**src/rtl/isa_gpio_pkg.sv**
```systemverilog
package isa_gpio_pkg;
  localparam int CFG_W    = 8;
  localparam int IDX_W    = 8;
  localparam int MODE_LO  = 5;
  localparam int MODE_HI  = 7;
  localparam int POL_BIT  = 4;
  localparam int MODE_W   = MODE_HI - MODE_LO + 1;

  localparam logic [MODE_W-1:0] MODE_IDLE  = 3'b000;
  localparam logic [MODE_W-1:0] MODE_OUT   = 3'b001;
  localparam logic [MODE_W-1:0] MODE_IN    = 3'b010;
  localparam logic [MODE_W-1:0] MODE_BIDIR = 3'b011;

  typedef struct packed {
    logic wrQual;   // qualified write in a mode that latches
    logic rdQual;   // qualified read in a mode that reports the pin
    logic csHit;    // decoded select cycle
    logic drvLatch; // pin drives the held bit
    logic drvCs;    // pin drives the select level
    logic csHigh;   // select polarity
  } gpioStrobes_t;
endpackage

```
**src/rtl/isa_gpio_addr_dec.sv**
```systemverilog
module isa_gpio_addr_dec #(
  parameter int ADDR_W = 11
) (
  input  logic [ADDR_W-1:0] busAddr,
  input  logic [ADDR_W-1:0] matchAddr,
  input  logic              aen,
  input  logic              iorN,
  input  logic              iowN,
  output logic              wrHit,
  output logic              rdHit,
  output logic              selHit
);
  logic cycleHit;

  // A cycle is aimed at this pin only when it is not a DMA cycle and the address matches
  assign cycleHit = !aen && (busAddr == matchAddr);
  assign wrHit    = cycleHit && !iowN;
  assign rdHit    = cycleHit && !iorN;
  assign selHit   = cycleHit && (!iorN || !iowN);
endmodule

```
**src/rtl/isa_gpio_ctrl.sv**
```systemverilog
module isa_gpio_ctrl
  import isa_gpio_pkg::*;
#(
  parameter logic [IDX_W-1:0] CFG_INDEX = 8'h14
) (
  input  logic             clk,
  input  logic             rstN,
  input  logic             cfgEnable,
  input  logic             cfgIndexWr,
  input  logic             cfgDataWr,
  input  logic [CFG_W-1:0] cfgWrData,
  output logic [CFG_W-1:0] cfgRdData,
  output logic [CFG_W-1:0] cfgByte,
  input  logic             wrHit,
  input  logic             rdHit,
  input  logic             selHit,
  output gpioStrobes_t     strobes
);
  logic [IDX_W-1:0]  cfgIndexQ;
  logic [CFG_W-1:0]  cfgByteQ;
  logic              idxMatch;
  logic [MODE_W-1:0] mode;
  logic              isOut;
  logic              isIn;
  logic              isCs;

  assign idxMatch = (cfgIndexQ == CFG_INDEX);

  // The index register and the byte both take their writes from the value before the edge
  always_ff @(posedge clk or negedge rstN) begin
    if (!rstN) begin
      cfgIndexQ <= '0;
      cfgByteQ  <= '0;
    end else begin
      if (cfgEnable && cfgIndexWr)
        cfgIndexQ <= cfgWrData[IDX_W-1:0];
      if (cfgEnable && cfgDataWr && idxMatch)
        cfgByteQ <= cfgWrData;
    end
  end

  assign cfgByte   = cfgByteQ;
  assign cfgRdData = (cfgEnable && idxMatch) ? cfgByteQ : '0;

  assign mode  = cfgByteQ[MODE_HI:MODE_LO];
  assign isCs  = mode[MODE_W-1];
  assign isOut = (mode == MODE_OUT) || (mode == MODE_BIDIR);
  assign isIn  = (mode == MODE_IN)  || (mode == MODE_BIDIR);

  always_comb begin
    strobes          = '0;
    strobes.wrQual   = wrHit && isOut;
    strobes.rdQual   = rdHit && isIn;
    strobes.csHit    = selHit;
    strobes.drvLatch = isOut;
    strobes.drvCs    = isCs;
    strobes.csHigh   = cfgByteQ[POL_BIT];
  end
endmodule

```
**src/rtl/isa_gpio_dp.sv**
```systemverilog
module isa_gpio_dp
  import isa_gpio_pkg::*;
(
  input  logic         clk,
  input  logic         rstN,
  input  gpioStrobes_t strobes,
  input  logic         busD0In,
  input  logic         pinIn,
  output logic         busD0Out,
  output logic         busD0Oe,
  output logic         pinOut,
  output logic         pinOe
);
  logic wrQualQ;
  logic dataQ;
  logic heldQ;

  // The bit is sampled on every qualified cycle and committed when the qualified strobe ends
  always_ff @(posedge clk or negedge rstN) begin
    if (!rstN) begin
      wrQualQ <= 1'b0;
      dataQ   <= 1'b0;
      heldQ   <= 1'b0;
    end else begin
      wrQualQ <= strobes.wrQual;
      if (strobes.wrQual)
        dataQ <= busD0In;
      if (wrQualQ && !strobes.wrQual)
        heldQ <= dataQ;
    end
  end

  always_comb begin
    pinOe  = strobes.drvCs || strobes.drvLatch;
    pinOut = 1'b0;
    if (strobes.drvCs)
      pinOut = strobes.csHigh ? strobes.csHit : !strobes.csHit;
    else if (strobes.drvLatch)
      pinOut = heldQ;
  end

  assign busD0Oe  = strobes.rdQual;
  assign busD0Out = strobes.rdQual ? pinIn : 1'b0;
endmodule

```
**src/rtl/isa_gpio_pin.sv**
```systemverilog
module isa_gpio_pin
  import isa_gpio_pkg::*;
#(
  parameter int               ADDR_W    = 11,
  parameter logic [IDX_W-1:0] CFG_INDEX = 8'h14
) (
  input  logic              clk,
  input  logic              rstN,
  input  logic              cfgEnable,
  input  logic              cfgIndexWr,
  input  logic              cfgDataWr,
  input  logic [CFG_W-1:0]  cfgWrData,
  output logic [CFG_W-1:0]  cfgRdData,
  input  logic [ADDR_W-1:0] matchAddr,
  input  logic [ADDR_W-1:0] busAddr,
  input  logic              aen,
  input  logic              iorN,
  input  logic              iowN,
  input  logic              busD0In,
  output logic              busD0Out,
  output logic              busD0Oe,
  input  logic              pinIn,
  output logic              pinOut,
  output logic              pinOe
);
  logic         wrHit;
  logic         rdHit;
  logic         selHit;
  logic [CFG_W-1:0] cfgByte;
  gpioStrobes_t strobes;

  isa_gpio_addr_dec #(.ADDR_W(ADDR_W)) u_dec (
    .busAddr(busAddr), .matchAddr(matchAddr), .aen(aen),
    .iorN(iorN), .iowN(iowN),
    .wrHit(wrHit), .rdHit(rdHit), .selHit(selHit)
  );

  isa_gpio_ctrl #(.CFG_INDEX(CFG_INDEX)) u_ctrl (
    .clk(clk), .rstN(rstN),
    .cfgEnable(cfgEnable), .cfgIndexWr(cfgIndexWr), .cfgDataWr(cfgDataWr),
    .cfgWrData(cfgWrData), .cfgRdData(cfgRdData), .cfgByte(cfgByte),
    .wrHit(wrHit), .rdHit(rdHit), .selHit(selHit),
    .strobes(strobes)
  );

  isa_gpio_dp u_dp (
    .clk(clk), .rstN(rstN), .strobes(strobes),
    .busD0In(busD0In), .pinIn(pinIn),
    .busD0Out(busD0Out), .busD0Oe(busD0Oe),
    .pinOut(pinOut), .pinOe(pinOe)
  );
endmodule

```
**config.mk**
```make
export PLATFORM = sky130hd
export DESIGN_NAME = isa_gpio_pin
export DESIGN_NICKNAME = d
export VERILOG_FILES = /design/src/rtl/isa_gpio_pkg.sv /design/src/rtl/isa_gpio_addr_dec.sv /design/src/rtl/isa_gpio_ctrl.sv /design/src/rtl/isa_gpio_dp.sv /design/src/rtl/isa_gpio_pin.sv
export SDC_FILE = /design/constraint.sdc
export NUM_CORES = 1
export LEC_CHECK = 0
export ABC_AREA = 1
export BUFFER_PORTS_ARGS = -buffer_cell sky130_fd_sc_hd__buf_4
export CAP_MARGIN = 40
export CORE_MARGIN = 5
export CORE_UTILIZATION = 35
export CTS_CLUSTER_SIZE = 20
export DETAILED_ROUTE_END_ITERATION = 10
export GPL_TIMING_DRIVEN = 1
export PLACE_DENSITY = 0.74
export SLEW_MARGIN = 20
export SYNTH_ARGS = -nofsm -noshare
export SYNTH_HDL_FRONTEND = slang
export SYNTH_SLANG_ARGS = --single-unit
```
**constraint.sdc**
```tcl
create_clock -name clk -period 1.3 [get_ports clk]
set_input_delay 0.065 -clock clk [delete_from_list [all_inputs] [get_ports clk]]
set_output_delay 0.065 -clock clk [all_outputs]
set_load 0.03 [all_outputs]
```
Yosys cells after proc, flatten, opt, wreduce, memory -nomap -nowiden
Index checks and enable logic that the tools add are counted.
{"block": "totals", "register_bits": 19, "latchBits": 0, "mem_bits_rw": 0, "rom_bits": 0, "in_bits": 40, "wordCells": 35, "memories": 0}
{"block": "op_classes", "n_addsub": 0, "n_mul": 0, "n_div": 0, "magnitude_cmp": 0, "eq_ne": 5, "n_shift": 0, "mux": 5, "bitwise_logic": 0, "n_reduce_logical": 20}
{"operator": "== test 11 bit", "n": 1}
{"operator": "logical AND 1 bit", "n": 11}
{"operator": "== test 8 x 5 -> 1 bit (second input constant)", "n": 1}
{"operator": "two-way mux 8 bit", "n": 1}
{"operator": "== test 3 x 2 -> 1 bit (second input constant)", "n": 2}
{"operator": "zero test 1 bit", "n": 5}
{"operator": "logical OR 1 bit", "n": 4}
{"operator": "two-way mux 1 bit", "n": 4}
{"operator": "== test 3 x 1 -> 1 bit (second input constant)", "n": 1}

Depth between registers and ports, before layout
Gate-level depths: netlist of the first run.
{"block": "logic_depth", "ltp_word": 6, "ltp_mapped": 10}

By module
Synthesis of the first run repeated with hierarchy kept, for this count alone.
{"block": "unflattened", "hier_cells": 182, "area_unflattened_um2": 1285.0}
{"mod": "isa_gpio_ctrl", "instances": 1, "cells_per_inst": 96, "area_each_um2": 859.6, "seq_area_each_um2": 400.4}
{"mod": "isa_gpio_addr_dec", "instances": 1, "cells_per_inst": 65, "area_each_um2": 266.5, "seq_area_each_um2": 0.0}
{"mod": "isa_gpio_dp", "instances": 1, "cells_per_inst": 21, "area_each_um2": 158.9, "seq_area_each_um2": 75.1}

Least setup slack after synthesis of the first run
Ideal clock, no wire load.
{"block": "synth_path", "kind": "register -> output", "startpoint": "reg u_ctrl.cfgIndexQ[1]", "endpoint": "out cfgRdData[0]", "arrival_time_ps": 1337, "t_required_ps": 1235, "path_slack_ps": -102, "stages_incl_launch_ff": 6, "path_buffers": 0, "cell_sequence": "dfrtp_1 -> nor4_1 -> nand2_1 -> nor2_2 -> inv_1 -> nor2_1"}
{"block": "synth_via", "elab_chain_cells": 3}
{"item": "from (decl)", "line_no": "isa_gpio_ctrl.sv:19", "text": "logic [IDX_W-1:0] cfgIndexQ;"}
{"item": "from (signal assigned)", "line_no": "isa_gpio_ctrl.sv:36", "text": "cfgIndexQ <= cfgWrData[IDX_W-1:0];"}
{"item": "== test 8 x 5 -> 1 bit", "line_no": "isa_gpio_ctrl.sv:27", "text": "assign idxMatch = (cfgIndexQ == CFG_INDEX);"}
{"item": "logical AND 1 bit", "line_no": "isa_gpio_ctrl.sv:43", "text": "assign cfgRdData = (cfgEnable && idxMatch) ? cfgByteQ : '0;"}
{"item": "two-way mux 8 bit", "line_no": "isa_gpio_ctrl.sv:43"}
{"item": "to (decl)", "line_no": "isa_gpio_pin.sv:13", "text": "output logic [CFG_W-1:0] cfgRdData,"}
Every way passes these cells.

Worst setup path in the final report of the first run
{"block": "layout_path", "startpoint": "reg u_ctrl.cfgIndexQ[4]", "endpoint": "out cfgRdData[6]"}
The elaborated chain is that of the path after synthesis.

==> reports/results.tsv, run 1 <==
stage	metric	value	unit
place	dp_hpwl	2.08	mm
sta	skew	10.4	ps
sta	holdWs	33.6	ps
worst_setup_path	critPathArrivalTime	1570	ps
grt	grt_util_all_layers	12.6	%
worst_setup_path	cp_slowest_stage_delay	360	ps
die	rows	20	
logic_synthesis	synth.distinct_cells	16	
final_layout	nets	267	
logic_synthesis	synth_compound_area_share	10.7	%
logic_synthesis	synth_fp_nets	204	
logic_synthesis	async_flop_share	100	%
logic_synthesis	synth_fa_ha_area_share	0	%
power_and_ir_drop	p_per_area	806	mW/mm2
logic_synthesis	yosysWarnings	0	
worst_setup_path	r2r_slack	-160	ps
logic_synthesis	avgSynthCellArea	6.83	um2
logic_synthesis	synth.ff_latch_count	19	
cts	cts_sinks	19	
worst_setup_path	critPathMaxFanout	8	
final_layout	area_delta_synth_final	57.7	%
detailed_routing	drt-wirelength-per-cell	9.90	um
detailed_routing	dr.pass1.iters	4	
cts	cts_tree	yes	
logic_synthesis	synth_area_leaders	dfrtp_1 42%, nand2_1 17%, inv_1 13%	
logic_synthesis	yosysMostFrequentCell	nand2_1	
worst_setup_path	r2r_start	u_ctrl.cfgIndexQ[4]	
logic_synthesis	ys_seq_area_share	42.5	%
grt	antenna_found_initial	0	
final_layout	seqCellArea	475	um2
sta	period_minus_slack	1640	ps
worst_setup_path	setup.worst_path.start	u_ctrl.cfgIndexQ[4]	
logic_synthesis	yosysTopAreaCell	dfrtp_1	
detailed_routing	ant_nets	0	
detailed_routing	vias	1141	
cts	cts-root-buf	clkbuf_4	
worst_setup_path	worst-path-buf-inv	3	
sta	hold_viol	0	
detailed_routing	drc_errors	0	
place	gp_congestion	0.720	
die	fp.dieH	66.6	um
final_layout	n_antenna_cell	0	
die	design.core.area	0.00305	mm2
place	place_area	0.00155	mm2
worst_setup_path	cpMaxStageDelayCell	dfrtp_1	
sta	clock.fmax	611	MHz
logic_synthesis	muxShareOfSynthArea	0	%
die	dieArea	0.00443	mm2
sta	rsz0062_at_grt	yes	
logic_synthesis	synth_top_area_share	42.5	%
cts	clkTransAtPathRegs	110	ps
die	dieWidth	66.6	um
power_and_ir_drop	ir_worst_vdd	0.607	mV
logic_synthesis	synth-simple-area-share	30.5	%
cts	clk_latency	290	ps
place	numPortBuffers	51	
worst_setup_path	critPathRequiredTime	1240	ps
grt	grt_pass1_vias	1072	
final_layout	drive_above_1_share	39.8	%
worst_setup_path	startpoint_type	flip-flop	
logic_synthesis	synthCells	164	
min_path	worstHoldPathType	in -> reg	
logic_synthesis	synth-xor-area-share	1.56	%
grt	grt_first_pass_wirelength	4.46	mm
cts	cts_buffers	3	
sta	tightest_slew	416	ps
sta	post-route-period-util	126	%
detailed_routing	avgViaCountPerCell	4.23	
outcome	status	complete, but fails checks	
grt	grt_max_degree	20	
worst_setup_path	critPathCaptureType	output port	
outcome	violations	negative setup slack	
cts	h-tree-depth	1	
grt	gr-total-overflow	0	
logic_synthesis	synth_top_family_by_area	simple AND/OR/NAND/NOR gates	
min_path	min_from	cfgWrData[0]	
die	start_util	36.7	%
run	maxCapViolCount	0	
cts	clock_tree.buffer_depth	2	
worst_setup_path	path_delay_family	simple AND/OR/NAND/NOR gates	
die	ioPinCount	52	
sta	setup_viol	16	
worst_setup_path	critical_path_class	reg -> out	
final_layout	fin_area	0.00177	mm2
final_layout	fillCellCount	312	
logic_synthesis	ys.flop_type	dfrtp_1	
detailed_routing	drt_iter0_drc	39	
detailed_routing	wl	2.67	mm
logic_synthesis	netlist_area	0.00112	mm2
sta	drv_slew	0	
final_layout	multi_input_area	568	um2
sta	maxSlewHeadroom	72.2	%
power_and_ir_drop	p_leak	0.000951	uW
logic_synthesis	synth_common_cells	52 x nand2_1, 40 x inv_1, 19 x dfrtp_1	
sta	finalWorstSetupSlack	-336	ps
logic_synthesis	synth_edf_count	0	
worst_setup_path	crit_chain	inv_1, nor4_2, nand2_1, nor2_4, inv_6, nor2_1, buf_4	
[power breakdown]
part	total [uW]	internal, uW	switching (uW)	leakage (uW)
logic	427	216	211	0.000692
clock network	287	114	173	0.0000177
registers	709	660	49.3	0.000242
[final timing paths]
path,depth (start not counted),to
max in group asynchronous,2,u_ctrl.cfgByte[4]
hold reg to reg,2,u_ctrl.cfgByte[3]
setup / recovery,7,cfgRdData[6]
hold / removal,3,u_ctrl.cfgByte[0]
setup reg to reg,8,u_ctrl.cfgByte[4]
min in group asynchronous,2,u_ctrl.cfgIndexQ[6]
[metal layers]
metal / wire, um / global-route usage [%] / vias up
li1: - / - / 616
met4: 0 / 3.81 / 0
met3: 260 / 2.70 / 0
met1: 1170 / 16.9 / 487
met2: 1250 / 20.3 / 38
met5: 0 / 0 / -
[metrics by stage]
step / worst slack [ps] / setup TNS (ps) / instances / total power [uW] / util (%)
2_1_floorplan: -102 / -819 / 164 / 903 / -
3_3_place_gp: -105 / -1050 / 257 / 1060 / 50.7
3_5_place_dp: -147 / -1560 / 257 / 1070 / 50.7
4_1_cts: -351 / -3480 / 267 / 1400 / 54.1
5_1_grt: -433 / -5160 / 270 / 1530 / 57.8
6_report: -336 / -3710 / 270 / 1420 / 57.8
[registers in the layout, indices dropped and copies added (netlist names)]
| name | flops |
|---|---|
| u_dp.wrQualQ | 1 |
| u_ctrl.cfgIndexQ | 8 |
| u_ctrl.cfgByte | 8 |
| u_dp.heldQ | 1 |
| u_dp.dataQ | 1 |
[timing repair]
item	4_1_cts	5_1_grt
gates resized for setup	5	27
hold endpoints to repair	20	0
setup buffers	4	3
endpoints found under the setup margin	17	20
cloned	0	1
pin swaps	6	8
hold buffers	2	0
[cell type report]
type / instances / area share [%]
Multi-Input combinational cell: 104 / 32.2
Timing Repair Buffer: 59 / 27.3
Sequential cell: 19 / 26.9
Inverter: 40 / 8.93
Tap cell: 44 / 3.12
Clock buffer: 3 / 1.28
Clock inverter: 1 / 0.283
[worst reg2reg max path, delay by kind of cell (launching register included)]
family,cells,cell delay (ps)
flops,1,360
compound gates,1,50
buf+inv,2,240
simple gates,5,700
[cell usage in the layout (no fill, tap or decap)]
master,count
nor3_1,1
clkinv_2,1
inv_4,1
dfrtp_1,19
buf_6,9
nand3_2,1
o21ai_0,10
nor2_2,7
nand4_1,2
clkbuf_4,3
nand2_2,3
inv_2,1
dlygate4sd3_1,2
nand2_1,51
nor2_4,2
buf_4,48
nor3b_2,1
inv_1,37
o21ai_2,8
nor4_2,2
inv_6,1
nand3_1,3
nor2_1,9
xnor2_1,2
nand2_8,2
[kinds of logic after synthesis]
kind of cell | after synthesis
AO/OA/AOI/OAI | 18
XOR/XNOR | 2
AND/OR/NAND/NOR | 83
buffers and inverters | 42
flip-flops | 19
Note: power is estimated with default switching activity, not from simulation.
==> run 2, diff against run 1 <==
--- a/config.mk
+++ b/config.mk
@@ -14,6 +14,7 @@
 export DETAILED_ROUTE_END_ITERATION = 10
 export GPL_TIMING_DRIVEN = 1
 export PLACE_DENSITY = 0.74
+export SETUP_SLACK_MARGIN = 0.3
 export SLEW_MARGIN = 20
 export SYNTH_ARGS = -nofsm -noshare
 export SYNTH_HDL_FRONTEND = slang
==> reports/results.tsv, run 2 (synthesis results as in run 1) <==
stage	metric	value	unit
cts	h-tree-depth	1	
detailed_routing	vias	1155	
worst_setup_path	reg2regPathDepth	7	
power_and_ir_drop	p_leak	0.000980	uW
detailed_routing	top_layer	met4	
min_path	min_to	u_ctrl.cfgByte[0]	
detailed_routing	ant_nets	0	
detailed_routing	wl_met3	249	um
detailed_routing	avgViaCountPerCell	4.26	
place	place_area	0.00159	mm2
final_layout	layout_commonest_cell	nand2_1	
place	gp_congestion	0.734	
grt	grt_util_all_layers	13.2	%
die	start_util	36.7	%
grt	grt_pass1_vias	1140	
sta	rsz0062_at_grt	yes	
detailed_routing	dr.pass1.iters	4	
outcome	status	complete, but fails checks	
die	dieWidth	66.6	um
grt	grt_max_degree	20	
min_path	worstHoldPathType	in -> reg	
worst_setup_path	critPathArrivalTime	1560	ps
power_and_ir_drop	ir_worst_vdd	0.639	mV
worst_setup_path	cp_slowest_stage_delay	410	ps
cts	cts_sinks	19	
cts	clock_tree.buffer_depth	2	
final_layout	drive_above_1_share	44.5	%
worst_setup_path	crit_path_frequent_cell	nor2_4	
grt	gr-total-overflow	0	
sta	period_minus_slack	1620	ps
die	rows	20	
cts	clk_latency	300	ps
cts	cts_buffers	3	
place	numPortBuffers	51	
final_layout	fillCellCount	301	
die	design.core.area	0.00305	mm2
cts	cts-root-buf	clkbuf_4	
final_layout	fin_area	0.00183	mm2
final_layout	final_cell_mix	47 x nand2_1, 44 x buf_4, 36 x inv_1	
run	maxCapViolCount	0	
worst_setup_path	critPathCaptureType	output port	
detailed_routing	drc_errors	0	
die	ioPinCount	52	
sta	finalWorstSetupSlack	-322	ps
power_and_ir_drop	p_per_area	794	mW/mm2
grt	antenna_found_initial	0	
worst_setup_path	timing.rr.end	u_ctrl.cfgByte[4]	
sta	clock.fmax	617	MHz
final_layout	nets	268	
worst_setup_path	r2r_slack	-110	ps
final_layout	postLayoutCoreUtil	59.8	%
outcome	violations	negative setup slack	
die	fp.dieH	66.6	um
sta	maxSlewHeadroom	71.9	%
sta	skew	13.5	ps
final_layout	area_delta_synth_final	63.1	%
worst_setup_path	critPathRequiredTime	1240	ps
sta	setup_viol	16	
final_layout	multi_input_area	603	um2
detailed_routing	routedLengthMet1	1.16	mm
sta	drv_slew	0	
detailed_routing	drt_iter0_drc	28	
worst_setup_path	startpoint_type	flip-flop	
place	dp_hpwl	2.11	mm
detailed_routing	drt-wirelength-per-cell	9.81	um
sta	hold_viol	0	
cts	clkTransAtPathRegs	110	ps
sta	tightest_slew	420	ps
grt	grt_first_pass_wirelength	4.56	mm
final_layout	n_antenna_cell	0	
sta	post-route-period-util	125	%
worst_setup_path	cpMaxStageDelayCell	dfrtp_1	
worst_setup_path	crit_chain	nor4_2, nand2_1, nor2_4, inv_4, nor2_4, buf_6	
min_path	hold_path_depth	3	
detailed_routing	dr_wl_met2	1.22	mm
die	dieArea	0.00443	mm2
worst_setup_path	r2r_start	u_ctrl.cfgIndexQ[1]	
detailed_routing	wl	2.66	mm
worst_setup_path	critical_path_class	reg -> out	
final_layout	seqCellArea	475	um2
cts	cts_tree	yes	
worst_setup_path	critPathMaxFanout	8	
min_path	min_from	cfgWrData[0]	
run 2: worst max path at each step:
stage / start / endpoint / slack, ps / cells past startpoint
floorplan: u_ctrl.cfgIndexQ[1] / u_ctrl.cfgByte[7] / 1 / 7
global placement: u_ctrl.cfgIndexQ[1] / u_ctrl.cfgByte[3] / -120 / 6
detailed placement: u_ctrl.cfgIndexQ[1] / u_ctrl.cfgByte[3] / -190 / 6
CTS: u_ctrl.cfgIndexQ[1] / cfgRdData[5] / -340 / 6
global route: u_ctrl.cfgIndexQ[1] / cfgRdData[0] / -480 / 6
finish: u_ctrl.cfgIndexQ[1] / cfgRdData[1] / -320 / 6
run 2: cell type report:
class                           instances  share of cell area, %
Clock buffer                            3                   1.23
Sequential cell                        19                   26.0
Timing Repair Buffer                   60                   27.8
Multi-Input combinational cell        104                   33.0
Tap cell                               44                   3.01
Clock inverter                          1                  0.274
Inverter                               40                   8.63
run 2: layer usage:
metal  track usage (%)  vias to the layer above
li1                  -                      615
met1              16.7                      497
met2              21.5                       39
met3              2.87                        4
met4              5.33                        0
met5                 0                        -
run 2: timing repair:
action | in CTS | in global routing
hold endpoints to repair | 20 | 0
pin swaps | 6 | 2
setup buffers | 6 | 1
gates cloned | 1 | 0
hold buffers | 2 | 0
gates resized for setup | 28 | 9
endpoints found under the setup margin | 22 | 23
run 2: power by group:
group | leakage [uW] | total [uW] | switching [uW] | internal, uW
Clock | 0.0000177 | 288 | 173 | 114
Sequential | 0.000242 | 708 | 48.2 | 660
Combinational | 0.000720 | 454 | 226 | 228
run 2: critical path: cells and delay by family (launching register included):
family,cells,cell delay [ps]
AND/OR/NAND/NOR,4,630
buffers and inverters,2,220
flip-flops,1,410
run 2: stage by stage:
| step | hold slack [ps] | instances | setup TNS [ps] | total power [uW] | worst slack, ps |
|---|---|---|---|---|---|
| after detailed placement | -49.3 | 257 | -1860 | 1080 | -192 |
| after global placement | -52.0 | 257 | -1120 | 1070 | -123 |
| final | 23.3 | 271 | -3310 | 1450 | -322 |
| after CTS | 19.2 | 270 | -3440 | 1440 | -340 |
| after floorplan | -231 | 164 | 0 | 917 | 1.11 |
| after global routing | 8.83 | 271 | -5370 | 1560 | -476 |
